$ cat config.mk
export PLATFORM = sky130hd
export DESIGN_NAME = spi_chan_master
export DESIGN_NICKNAME = d
export VERILOG_FILES = /design/src/rtl/spi_chan_pkg.sv /design/src/rtl/spi_chan_divider.sv /design/src/rtl/spi_chan_shifter.sv /design/src/rtl/spi_chan_regs.sv /design/src/rtl/spi_chan_master.sv
export SDC_FILE = /design/constraint.sdc
export NUM_CORES = 1
export LEC_CHECK = 0
export BUFFER_PORTS_ARGS = -buffer_cell sky130_fd_sc_hd__buf_4
export CAP_MARGIN = 10
export CORE_MARGIN = 2
export CORE_UTILIZATION = 45
export CTS_BUF_LIST = sky130_fd_sc_hd__clkbuf_4
export CTS_CLUSTER_SIZE = 24
export DETAILED_ROUTE_END_ITERATION = 10
export GPL_ROUTABILITY_DRIVEN = 0
export GPL_TIMING_DRIVEN = 0
export HOLD_SLACK_MARGIN = 0.12
export SYNTH_ARGS = -nofsm -noshare
export SYNTH_HDL_FRONTEND = slang
export SYNTH_SLANG_ARGS = --single-unit
export TNS_END_PERCENT = 20
$ cat constraint.sdc
create_clock -name clk -period 4.3 [get_ports clk]
set_input_delay 0.86 -clock clk [delete_from_list [all_inputs] [get_ports clk]]
set_output_delay 0.86 -clock clk [all_outputs]
set_load 0.02 [all_outputs]
$ cat src/rtl/spi_chan_pkg.sv
package spi_chan_pkg;
  localparam int WORD_W = 32;
  localparam int EXP_W  = 4;
  localparam int LEN_W  = $clog2(WORD_W) + 1;
  localparam int HALF_W = (1 << EXP_W) - 1;
  localparam int ADDR_W = 3;

  localparam logic [ADDR_W-1:0] A_CFG  = 3'd0;
  localparam logic [ADDR_W-1:0] A_STAT = 3'd1;
  localparam logic [ADDR_W-1:0] A_CTRL = 3'd2;
  localparam logic [ADDR_W-1:0] A_TXD  = 3'd3;
  localparam logic [ADDR_W-1:0] A_RXD  = 3'd4;
  localparam logic [ADDR_W-1:0] A_SYS  = 3'd5;

  typedef enum logic [1:0] {
    XM_DUPLEX = 2'd0,
    XM_RXONLY = 2'd1,
    XM_TXONLY = 2'd2,
    XM_RSVD   = 2'd3
  } xmode_e;

  typedef struct packed {
    logic        force_cs;
    logic        dma_rx_en;
    logic        dma_tx_en;
    xmode_e      mode;
    logic [4:0]  wlen_m1;
    logic        cs_low;
    logic [EXP_W-1:0] div_exp;
    logic        cpol;
    logic        cpha;
  } cfg_t;

  // Field placement is what software sees; keep decode and encode symmetric.
  function automatic cfg_t cfg_decode(input logic [WORD_W-1:0] w);
    cfg_t c;
    c.cpha      = w[0];
    c.cpol      = w[1];
    c.div_exp   = w[5:2];
    c.cs_low    = w[6];
    c.wlen_m1   = w[11:7];
    c.mode      = xmode_e'(w[13:12]);
    c.dma_tx_en = w[14];
    c.dma_rx_en = w[15];
    c.force_cs  = w[20];
    return c;
  endfunction

  function automatic logic [WORD_W-1:0] cfg_encode(input cfg_t c);
    return {11'd0, c.force_cs, 4'd0, c.dma_rx_en, c.dma_tx_en, c.mode,
            c.wlen_m1, c.cs_low, c.div_exp, c.cpol, c.cpha};
  endfunction

  // Effective word length; field values below 3 are clamped to 4 bits.
  function automatic logic [LEN_W-1:0] word_len(input logic [4:0] m1);
    if (m1 < 5'd3) return LEN_W'(4);
    return LEN_W'(m1) + 1'b1;
  endfunction

  // Block clocks per half bit; exponent 0 is clamped to the exponent-1 rate.
  function automatic logic [HALF_W-1:0] half_cycles(input logic [EXP_W-1:0] e);
    logic [HALF_W-1:0] one;
    one = 1;
    if (e == '0) return one;
    return one << (e - 1'b1);
  endfunction

  function automatic logic [WORD_W-1:0] word_mask(input logic [LEN_W-1:0] len);
    return {WORD_W{1'b1}} >> (LEN_W'(WORD_W) - len);
  endfunction

  function automatic logic [WORD_W-1:0] align_msb(input logic [WORD_W-1:0] d,
                                                  input logic [LEN_W-1:0] len);
    return d << (LEN_W'(WORD_W) - len);
  endfunction
endpackage

$ cat src/rtl/spi_chan_divider.sv
module spi_chan_divider
  import spi_chan_pkg::*;
(
  input  logic             clk,
  input  logic             rst_n,
  input  logic             clr,
  input  logic             run,
  input  logic [EXP_W-1:0] div_exp,
  output logic             tick
);
  logic [HALF_W-1:0] cnt_q;
  logic [HALF_W-1:0] limit;

  assign limit = half_cycles(div_exp) - 1'b1;
  assign tick  = run && (cnt_q == limit);

  always_ff @(posedge clk or negedge rst_n) begin
    if (!rst_n)            cnt_q <= '0;
    else if (clr || tick)  cnt_q <= '0;
    else if (run)          cnt_q <= cnt_q + 1'b1;
  end
endmodule

$ cat src/rtl/spi_chan_shifter.sv
module spi_chan_shifter
  import spi_chan_pkg::*;
(
  input  logic              clk,
  input  logic              rst_n,
  input  logic              srst,
  input  logic              start,
  input  logic [WORD_W-1:0] start_data,
  input  logic [LEN_W-1:0]  len,
  input  logic              cpha,
  input  logic              cpol,
  input  logic              tick,
  input  logic              miso,
  output logic              busy,
  output logic              sclk,
  output logic              mosi,
  output logic              lead_edge,
  output logic              trail_edge,
  output logic              word_done,
  output logic [WORD_W-1:0] rx_word,
  output logic [LEN_W-1:0]  bits_left
);
  logic              busy_q, sclk_q, mosi_q, phase_q, done_q;
  logic [WORD_W-1:0] tx_sh, rx_sh, loaded;
  logic [LEN_W-1:0]  bits_q;

  assign loaded     = align_msb(start_data, len);
  assign lead_edge  = busy_q && tick && !phase_q;
  assign trail_edge = busy_q && tick && phase_q;
  assign busy       = busy_q;
  assign sclk       = sclk_q;
  assign mosi       = mosi_q;
  assign word_done  = done_q;
  assign bits_left  = bits_q;
  assign rx_word    = rx_sh & word_mask(len);

  always_ff @(posedge clk or negedge rst_n) begin
    if (!rst_n) begin
      busy_q <= 1'b0; sclk_q <= 1'b0; mosi_q <= 1'b0; phase_q <= 1'b0;
      done_q <= 1'b0; tx_sh <= '0; rx_sh <= '0; bits_q <= '0;
    end else if (srst) begin
      busy_q <= 1'b0; sclk_q <= 1'b0; mosi_q <= 1'b0; phase_q <= 1'b0;
      done_q <= 1'b0; tx_sh <= '0; rx_sh <= '0; bits_q <= '0;
    end else begin
      done_q <= 1'b0;
      if (start) begin
        tx_sh   <= loaded;
        bits_q  <= len;
        phase_q <= 1'b0;
        busy_q  <= 1'b1;
        sclk_q  <= cpol;
        if (!cpha) mosi_q <= loaded[WORD_W-1];
      end else if (lead_edge) begin
        sclk_q  <= ~cpol;
        phase_q <= 1'b1;
        if (!cpha) begin
          rx_sh <= {rx_sh[WORD_W-2:0], miso};
        end else begin
          mosi_q <= tx_sh[WORD_W-1];
          tx_sh  <= {tx_sh[WORD_W-2:0], 1'b0};
        end
      end else if (trail_edge) begin
        sclk_q  <= cpol;
        phase_q <= 1'b0;
        bits_q  <= bits_q - 1'b1;
        if (!cpha) begin
          mosi_q <= tx_sh[WORD_W-2];
          tx_sh  <= {tx_sh[WORD_W-2:0], 1'b0};
        end else begin
          rx_sh <= {rx_sh[WORD_W-2:0], miso};
        end
        if (bits_q == LEN_W'(1)) begin
          busy_q <= 1'b0;
          done_q <= 1'b1;
        end
      end else if (!busy_q) begin
        sclk_q <= cpol;
      end
    end
  end
endmodule

$ cat src/rtl/spi_chan_regs.sv
module spi_chan_regs
  import spi_chan_pkg::*;
(
  input  logic              clk,
  input  logic              rst_n,
  input  logic              bus_wr,
  input  logic              bus_rd,
  input  logic [ADDR_W-1:0] bus_addr,
  input  logic [WORD_W-1:0] bus_wdata,
  output logic [WORD_W-1:0] bus_rdata,
  input  logic              busy,
  input  logic              word_done,
  input  logic [WORD_W-1:0] rx_word,
  output cfg_t              cfg,
  output logic              chan_en,
  output logic              start,
  output logic [WORD_W-1:0] start_data,
  output logic              srst_pend,
  output logic              tx_empty,
  output logic              rx_avail,
  output logic              dma_tx_req,
  output logic              dma_rx_req
);
  cfg_t              cfg_q;
  logic              en_q, tx_full, rx_full, auto_go, srst_q;
  logic [WORD_W-1:0] tx_buf, rx_buf;
  logic              wr_cfg, wr_ctrl, wr_txd, wr_sys, rd_rx, eot;

  assign wr_cfg  = bus_wr && (bus_addr == A_CFG);
  assign wr_ctrl = bus_wr && (bus_addr == A_CTRL);
  assign wr_txd  = bus_wr && (bus_addr == A_TXD);
  assign wr_sys  = bus_wr && (bus_addr == A_SYS);
  assign rd_rx   = bus_rd && (bus_addr == A_RXD);

  assign start      = en_q && !busy && !srst_q && (tx_full || auto_go);
  assign start_data = tx_full ? tx_buf : '0;
  assign eot        = !busy && !tx_full && !auto_go;

  assign cfg        = cfg_q;
  assign chan_en    = en_q;
  assign srst_pend  = srst_q;
  assign tx_empty   = !tx_full;
  assign rx_avail   = rx_full;
  assign dma_tx_req = cfg_q.dma_tx_en && en_q && (cfg_q.mode != XM_RXONLY) && !tx_full;
  assign dma_rx_req = cfg_q.dma_rx_en && rx_full;

  always_ff @(posedge clk or negedge rst_n) begin
    if (!rst_n) begin
      cfg_q <= '0; en_q <= 1'b0; tx_full <= 1'b0; rx_full <= 1'b0;
      auto_go <= 1'b0; srst_q <= 1'b0; tx_buf <= '0; rx_buf <= '0;
    end else if (srst_q) begin
      cfg_q <= '0; en_q <= 1'b0; tx_full <= 1'b0; rx_full <= 1'b0;
      auto_go <= 1'b0; srst_q <= 1'b0; tx_buf <= '0; rx_buf <= '0;
    end else begin
      if (wr_cfg)  cfg_q <= cfg_decode(bus_wdata);
      if (wr_ctrl) en_q  <= bus_wdata[0];
      if (start) begin
        tx_full <= 1'b0;
        auto_go <= 1'b0;
      end
      if (wr_txd) begin
        tx_buf  <= bus_wdata;
        tx_full <= 1'b1;
      end
      if (rd_rx) begin
        rx_full <= 1'b0;
        if (cfg_q.mode == XM_RXONLY && en_q) auto_go <= 1'b1;
      end
      if (word_done && cfg_q.mode != XM_TXONLY) begin
        rx_buf  <= rx_word;
        rx_full <= 1'b1;
      end
      if (wr_sys && bus_wdata[0]) srst_q <= 1'b1;
    end
  end

  always_comb begin
    unique case (bus_addr)
      A_CFG:   bus_rdata = cfg_encode(cfg_q);
      A_STAT:  bus_rdata = {29'd0, eot, !tx_full, rx_full};
      A_CTRL:  bus_rdata = {31'd0, en_q};
      A_TXD:   bus_rdata = tx_buf;
      A_RXD:   bus_rdata = rx_buf;
      A_SYS:   bus_rdata = {31'd0, !srst_q};
      default: bus_rdata = '0;
    endcase
  end
endmodule

$ cat src/rtl/spi_chan_master.sv
module spi_chan_master
  import spi_chan_pkg::*;
(
  input  logic              clk,
  input  logic              rst_n,
  input  logic              bus_wr,
  input  logic              bus_rd,
  input  logic [ADDR_W-1:0] bus_addr,
  input  logic [WORD_W-1:0] bus_wdata,
  output logic [WORD_W-1:0] bus_rdata,
  output logic              spi_sclk,
  output logic              spi_mosi,
  input  logic              spi_miso,
  output logic              spi_cs,
  output logic              dma_tx_req,
  output logic              dma_rx_req
);
  cfg_t              cfg;
  logic              chan_en, start, srst_pend, tx_empty, rx_avail;
  logic              busy, tick, lead_edge, trail_edge, word_done;
  logic [WORD_W-1:0] start_data, rx_word, cfg_word;
  logic [LEN_W-1:0]  bits_left, len;
  logic [1:0]        mode;

  assign len      = word_len(cfg.wlen_m1);
  assign cfg_word = cfg_encode(cfg);
  assign mode     = cfg.mode;
  assign spi_cs   = cfg.force_cs ^ cfg.cs_low;

  spi_chan_regs u_regs (
    .clk(clk), .rst_n(rst_n), .bus_wr(bus_wr), .bus_rd(bus_rd),
    .bus_addr(bus_addr), .bus_wdata(bus_wdata), .bus_rdata(bus_rdata),
    .busy(busy), .word_done(word_done), .rx_word(rx_word),
    .cfg(cfg), .chan_en(chan_en), .start(start), .start_data(start_data),
    .srst_pend(srst_pend), .tx_empty(tx_empty), .rx_avail(rx_avail),
    .dma_tx_req(dma_tx_req), .dma_rx_req(dma_rx_req)
  );

  spi_chan_divider u_div (
    .clk(clk), .rst_n(rst_n), .clr(start || srst_pend),
    .run(busy && chan_en), .div_exp(cfg.div_exp), .tick(tick)
  );

  spi_chan_shifter u_shift (
    .clk(clk), .rst_n(rst_n), .srst(srst_pend), .start(start),
    .start_data(start_data), .len(len), .cpha(cfg.cpha), .cpol(cfg.cpol),
    .tick(tick), .miso(spi_miso), .busy(busy), .sclk(spi_sclk),
    .mosi(spi_mosi), .lead_edge(lead_edge), .trail_edge(trail_edge),
    .word_done(word_done), .rx_word(rx_word), .bits_left(bits_left)
  );
endmodule

==> results of run 1 <==
==> report_power, final <==
part | leakage [nW] | switching [mW] | total (mW) | internal [mW]
clock | 0.157 | 0.725 | 1.00 | 0.277
combinational | 2.71 | 1.65 | 2.68 | 1.02
sequential | 2.33 | 0.285 | 2.21 | 1.92
==> flip-flops by register name (all words and copies together), names as in the netlist, 6 cells and up <==
| name | count |
|---|---|
| u_div.cnt_q | 15 |
| u_shift.rx_sh | 32 |
| u_shift.bits_left | 6 |
| u_regs.tx_buf | 32 |
| u_shift.tx_sh | 32 |
| u_regs.cfg | 17 |
| u_regs.rx_buf | 32 |
==> metrics by stage <==
stage	hold slack (ns)	TNS, ns
5_1_grt	0.197	-0.0125
3_5_place_dp	0.472	-2.15
3_3_place_gp	0.455	-2.49
2_1_floorplan	0.438	0
6_report	0.170	0
4_1_cts	0.188	0
==> cells by family (layout without fill, tap and decap cells) <==
group                    count (synthesis)  in the layout
multiplexers                            68             68
adder cells (fa/ha/maj)                  9              9
other                                    0              1
XOR/XNOR                                28             28
buffers and inverters                  119            224
AND/OR/NAND/NOR                        415            415
flip-flops                             176            176
AO/OA/AOI/OAI                          343            343
==> synth_stat cells, types with 19 or more instances <==
| cell | number | area [um2] |
|---|---|---|
| nand2_1 | 183 | 687 |
| dfrtp_1 | 176 | 4400 |
| nor2_1 | 88 | 330 |
| a22o_1 | 68 | 596 |
| a21oi_1 | 65 | 325 |
| o21ai_0 | 63 | 315 |
| clkbuf_1 | 51 | 191 |
| nand3_1 | 39 | 195 |
| mux2i_1 | 38 | 380 |
| buf_2 | 29 | 145 |
| a32o_1 | 22 | 220 |
| mux4_2 | 20 | 450 |
| inv_1 | 19 | 71.3 |
==> metal layers <==
layer  global-route usage (%)  share of wire, %  up-vias
li1                         -                 -     4449
met1                     41.7                45     4853
met2                     46.7                47      388
met3                     3.83               5.9       62
met4                     8.92               2.4        0
met5                        0                 0        -
==> path summary, 6_finish.rpt <==
| check | to | from | slack (ns) | cells after the start |
|---|---|---|---|---|
| min in group clk | u_regs.tx_buf[16]$_DFFE_PN0P_ | bus_wdata[16] | 0.43 | 2 |
| max | u_shift.tx_sh[18]$_DFFE_PN0P_ | u_regs.cfg[11]$_DFFE_PN0P_ | 0.15 | 13 |
| min reg2reg | u_shift.tx_sh[0]$_DFFE_PN0P_ | u_shift.tx_sh[0]$_DFFE_PN0P_ | 0.51 | 2 |
| min | u_div.cnt_q[12]$_DFFE_PN0P_ | rst_n | 0.17 | 1 |
| max reg2reg | u_shift.tx_sh[18]$_DFFE_PN0P_ | u_regs.cfg[11]$_DFFE_PN0P_ | 0.15 | 13 |
| max in group asynchronous | u_regs.tx_buf[19]$_DFFE_PN0P_ | rst_n | 3.17 | 2 |
==> timing repair <==
action                                 4_1_cts  5_1_grt
setup endpoints to repair                   18       26
endpoints found under the hold margin        0        0
resized for setup                            4        7
==> final cells by class <==
type,instances,share of cell area (%)
clock inverters,14,1.35
clock buffers,18,1.13
inverters,21,0.657
multi-input cells,863,48.0
diodes,1,0.0209
flip-flops and latches,176,36.7
repair buffers,74,4.86
plain buffers,97,3.96
well taps,319,3.33
==> summary.txt, run 1 <==
Final std cells w/o fill: 1,583
Multi-input combinational cell area: 5760 um2
Final HPWL DP: 26,600 um
Final Cycle Share: 96.5%
Post-Synth Adder-Cell Area: 1.05%
Mux cell area share after synthesis: 8.82%
Cells after Synth: 1,158
Predominant post-synthesis flop cell: dfrtp_1
Mapped Nets: 1,207
Synth Area in XOR/XNOR: 2.29%
Total grt overflow: 0
Slew @ Worst Pin: 1.15 ns
Clock Tree Root: clkbuf_4
CP max FO: 10
Slowest stage cell, crit path: or3_1
Largest family of logic cells by synthesized area: compound AO/OA/AOI/OAI gates
FP Rows: 56
Post-synthesis register bit count: 176
Outcome: finished, final reports clean
Pwr Total: 5.89 mW
Total CTS buffers: 17
CP max stage delay: 0.45 ns
Residual DRC: 0
H-Tree Depth: 4
Tmin final: 4.15 ns
Fin util: 51.3%
Vias in the first global route: 9,429
Worst skew pair latency: 0.63 ns
DR WL/cell: 22.4 um
Final WL: 35,400 um
Commonest non-fill, non-tap cell in the layout: nand2_1
Final hold vios: 0
Relative slew slack: 22.4%
Die H: 158 um
CTS tree: built
Maximum Capacitance Violations: 0
Synth-to-Final Area Change: 12.1%
Worst-path clk slew: 0.17 ns
Design area: 12,000 um2
Peak VDD IR: 0.201 mV
Leakage power: 5.21 nW
Most frequent cells in the layout: 183 x nand2_1, 176 x dfrtp_1, 87 x nor2_1
FILL cells: 2,296
Simple-gate share of the synthesized area: 18.2%
Global router's overall resource usage: 29.3%
Critical path startpoint category: flop
CTS Buffer Depth: 2
Pre-CTS setup slack: -0.307 ns
First-pass GRT wire length: 55,600 um
Final setup vio count: 0
Clk_skew: 0.0452 ns
Syn avg cell area: 9.24 um2
Initial DRC count: 947
Setup WS post-layout: 0.152 ns
Critical path class: flop to flop
Crit-path cells: buf_6 -> or3_1 -> o21ai_1 -> ha_1 -> inv_1 -> ha_1 -> clkbuf_2 -> buf_1 -> clkbuf_2 -> nand2_1 -> nor2_1 -> a222oi_1 -> a21oi_1
Initial Util: 45.7%
Largest net degree at the start of global routing: 105
Placeable Area: 23,400 um2
Worst Path Buf+Inv: 5
IO buf count: 73
Post-synth EDFFs: 0
P per Cell Area: 491 nW/um2
Synth Area in Compound Gates: 23.4%
YS warnings: 0
Chip Width: 158 um
Worst Setup End Kind: flop
DR vias: 9,752
Worst EP required: 4.86 ns
Register area share after synthesis: 41.2%
Critical path arrival: 4.71 ns
CP top delay family: buffers and inverters
Post-DRT Antenna Nets: 0
Initial antenna violation count: 1
Nets@finish: 1,299
Syn Std Cell Area: 10,700 um2
Max Slew Vio Count: 0
Post-CTS Setup Inserts: 0
CTS sink count: 176
Hold Crit Class: input port to async pin
Post-synth ARST share: 100%
Via-to-Cell Ratio: 6.16
Distinct cells, synth: 91
1st-pass router iterations: 6
Share of layout cells above drive strength 1: 16.9%
Ports: 77
Area of the die: 25,000 um2
Placed insts: 1,551
Register area: 4400 um2
Max frequency: 241 MHz
Hold-fix buffers at CTS: 0
Area after DPL: 11,700 um2
Unrepaired setup endpoints after global routing: true
Power figures use the tool's default switching activity.
==> run 2: changes to the inputs <==
--- a/config.mk
+++ b/config.mk
@@ -5,13 +5,14 @@
 export SDC_FILE = /design/constraint.sdc
 export NUM_CORES = 1
 export LEC_CHECK = 0
-export BUFFER_PORTS_ARGS = -buffer_cell sky130_fd_sc_hd__buf_4
+export ABC_AREA = 1
 export CAP_MARGIN = 10
 export CORE_MARGIN = 2
 export CORE_UTILIZATION = 45
 export CTS_BUF_LIST = sky130_fd_sc_hd__clkbuf_4
 export CTS_CLUSTER_SIZE = 24
 export DETAILED_ROUTE_END_ITERATION = 10
+export DONT_BUFFER_PORTS = 1
 export GPL_ROUTABILITY_DRIVEN = 0
 export GPL_TIMING_DRIVEN = 0
 export HOLD_SLACK_MARGIN = 0.12
==> constraint.sdc (replaced) <==
create_clock -name clk -period 5.3 [get_ports clk]
set_input_delay 1.06 -clock clk [delete_from_list [all_inputs] [get_ports clk]]
set_output_delay 1.06 -clock clk [all_outputs]
set_load 0.02 [all_outputs]
==> summary.txt, run 2 <==
1st-pass router iterations: 6
Post-synth top area share: 40.0%
Critical path startpoint category: flop
Critical path class: flop to flop
Largest family of logic cells by synthesized area: simple AND/OR/NAND/NOR gates
Multi-input combinational cell area: 5480 um2
YS warnings: 0
Worst Setup End Kind: flop
Hold Crit Class: input port to async pin
Slew @ Worst Pin: 1.02 ns
Post-synth top cells: 537 x nand2_1, 226 x nand3_1, 193 x inv_1, 176 x dfrtp_1, 91 x nor2_1
Chip Width: 160 um
Tmin final: 4.11 ns
Post-Synth Adder-Cell Area: 1.02%
Nets@finish: 1,684
Max frequency: 243 MHz
R2R depth: 14
Initial DRC count: 1,027
Post-synth top area cell: dfrtp_1
Outcome: finished, final reports clean
First-pass GRT wire length: 59,400 um
CTS tree: built
Reg-to-Reg End: u_regs.rx_buf[5]$_DFFE_PN0P_
Setup TNS: 0 ns
Distinct cells, synth: 43
Top-count cell post-synth: nand2_1
Met3 routed WL: 2840 um
FILL cells: 2,554
Critical path arrival: 4.65 ns
Simple-gate share of the synthesized area: 35.4%
Worst hold margin: 0.422 ns
M1 wire length: 15,900 um
CTS Buffer Depth: 2
Vias in the first global route: 10,384
Die H: 160 um
Synth-to-Final Area Change: 6.99%
Unrepaired setup endpoints after global routing: false
Maximum Capacitance Violations: 0
Final Cycle Share: 77.5%
Clk_skew: 0.0364 ns
Final HPWL DP: 29,000 um
CP max FO: 10
Peak VDD IR: 0.161 mV
Register area: 4400 um2
DR vias: 11,094
Residual DRC: 0
Largest cells by area after synthesis: dfrtp_1 40%, nand2_1 18%, nand3_1 10%, inv_1 6.6%, o22ai_1 4.1%
Syn Std Cell Area: 11,000 um2
Worst-path clk slew: 0.21 ns
Initial Util: 45.6%
Commonest non-fill, non-tap cell in the layout: nand2_1
Mapped Nets: 1,664
Initial antenna violation count: 1
P per Cell Area: 434 nW/um2
Register area share after synthesis: 40.0%
Max Slew Vio Count: 0
Final WL: 37,900 um
Global router's overall resource usage: 29.9%
Post-CTS Setup Inserts: 0
Final hold vios: 0
Post-DRT Antenna Nets: 0
Synth Area in Compound Gates: 12.2%
Relative slew slack: 31.6%
DR top layer: met4
Synth Area in XOR/XNOR: 1.10%
Reg2reg start: u_regs.cfg[9]$_DFFE_PN0P_
Post-synth EDFFs: 0
Most frequent cells in the layout: 537 x nand2_1, 226 x nand3_1, 193 x inv_1
Worst EP required: 5.84 ns
H-Tree Depth: 4
Via-to-Cell Ratio: 5.62
Placeable Area: 24,200 um2
IO buf count: 0
R2r setup slk: 1.19 ns
Post-synthesis register bit count: 176
Final setup vio count: 0
Met2 wire len: 18,100 um
Mux cell area share after synthesis: 0%
Syn avg cell area: 6.82 um2
Share of layout cells above drive strength 1: 5.64%
CP startpoint: u_regs.cfg[9]$_DFFE_PN0P_
CP endpoint: u_regs.rx_buf[5]$_DFFE_PN0P_
Area of the die: 25,800 um2
Total grt overflow: 0
Cells after Synth: 1,615
Total CTS buffers: 17
FP Rows: 57
Largest net degree at the start of global routing: 177
Clock Tree Root: clkbuf_4
CTS sink count: 176
Leakage power: 6.03 nW
Worst skew pair latency: 0.65 ns
Post-synth ARST share: 100%
DR WL/cell: 19.2 um
Predominant post-synthesis flop cell: dfrtp_1
Ports: 77
[run 2: metal layers]
metal,up-vias,global-route usage (%)
li1,5321,-
met1,5271,39.9
met2,438,49.1
met3,64,5.73
met4,0,9.62
met5,-,0
[run 2: cells by family after synthesis]
group                      Yosys count
DFF                                176
adders and majority gates            9
AOI/OAI and AO/OA                  216
buffers and inverters              288
and+or+nand+nor                    913
xor gates and xnor gates            13
[run 2: repair_timing]
item,CTS,global route
hold buffers,1,0
resized for setup,0,0
endpoints found under the hold margin,176,0
[run 2: worst min path at each step]
| stage | cells after the start | to | start | slack [ns] |
|---|---|---|---|---|
| global route | 1 | u_regs.tx_buf[4]$_DFFE_PN0P_ | rst_n | 0.50 |
| floorplan | 2 | u_shift.rx_sh[10]$_DFFE_PN0P_ | u_shift.rx_sh[10]$_DFFE_PN0P_ | 0.44 |
| finish | 1 | u_regs.tx_buf[4]$_DFFE_PN0P_ | rst_n | 0.42 |
| CTS | 1 | u_regs.tx_buf[4]$_DFFE_PN0P_ | rst_n | 0.48 |
| detailed placement | 2 | u_shift.rx_sh[27]$_DFFE_PN0P_ | u_shift.rx_sh[27]$_DFFE_PN0P_ | 0.46 |
| global placement | 2 | u_shift.rx_sh[0]$_DFFE_PN0P_ | u_shift.rx_sh[0]$_DFFE_PN0P_ | 0.45 |
[run 2: area by class of cell]
| class | count | area share (%) |
|---|---|---|
| Multi-Input combinational cell | 1151 | 46.5 |
| Sequential cell | 176 | 37.4 |
| Inverter | 203 | 6.46 |
| Tap cell | 324 | 3.44 |
| Buffer | 85 | 3.17 |
| Clock inverter | 15 | 1.74 |
| Clock buffer | 17 | 1.08 |
| Timing Repair Buffer | 1 | 0.233 |
| Antenna cell | 2 | 0.0424 |
[run 2: critical path, stage by stage, from the launching register on]
cell and delay (ns):
dfrtp_1 0.48, inv_2 0.14, nand2_1 0.11, nand2_1 0.17
buf_2 0.26, buf_2 0.31, ha_1 0.25, inv_1 0.06
ha_1 0.30, inv_1 0.08, clkbuf_1 0.43, clkbuf_1 0.51
o21ai_0 0.42, o211ai_1 0.34, o22ai_1 0.11
[run 2: per-stage QoR]
| step | power, mW | worst slack (ns) | cell area [um2] | instances | utilization, % |
|---|---|---|---|---|---|
| 3_3_place_gp | 4.15 | 1.31 | 11400 | 1939 | 47.3 |
| 4_1_cts | 5.06 | 1.30 | 11800 | 1972 | 48.7 |
| 2_1_floorplan | 3.40 | 1.92 | 11000 | 1615 | - |
| 5_1_grt | 5.46 | 0.994 | 11800 | 1974 | 48.8 |
| 6_report | 5.12 | 1.19 | 11800 | 1974 | 48.8 |
| 3_5_place_dp | 4.17 | 1.30 | 11400 | 1939 | 47.3 |
[run 2: where the power goes]
| group | leakage [nW] | internal [mW] | switching (mW) |
|---|---|---|---|
| registers | 2.38 | 1.52 | 0.162 |
| clock network | 0.168 | 0.238 | 0.629 |
| logic | 3.48 | 0.708 | 1.87 |
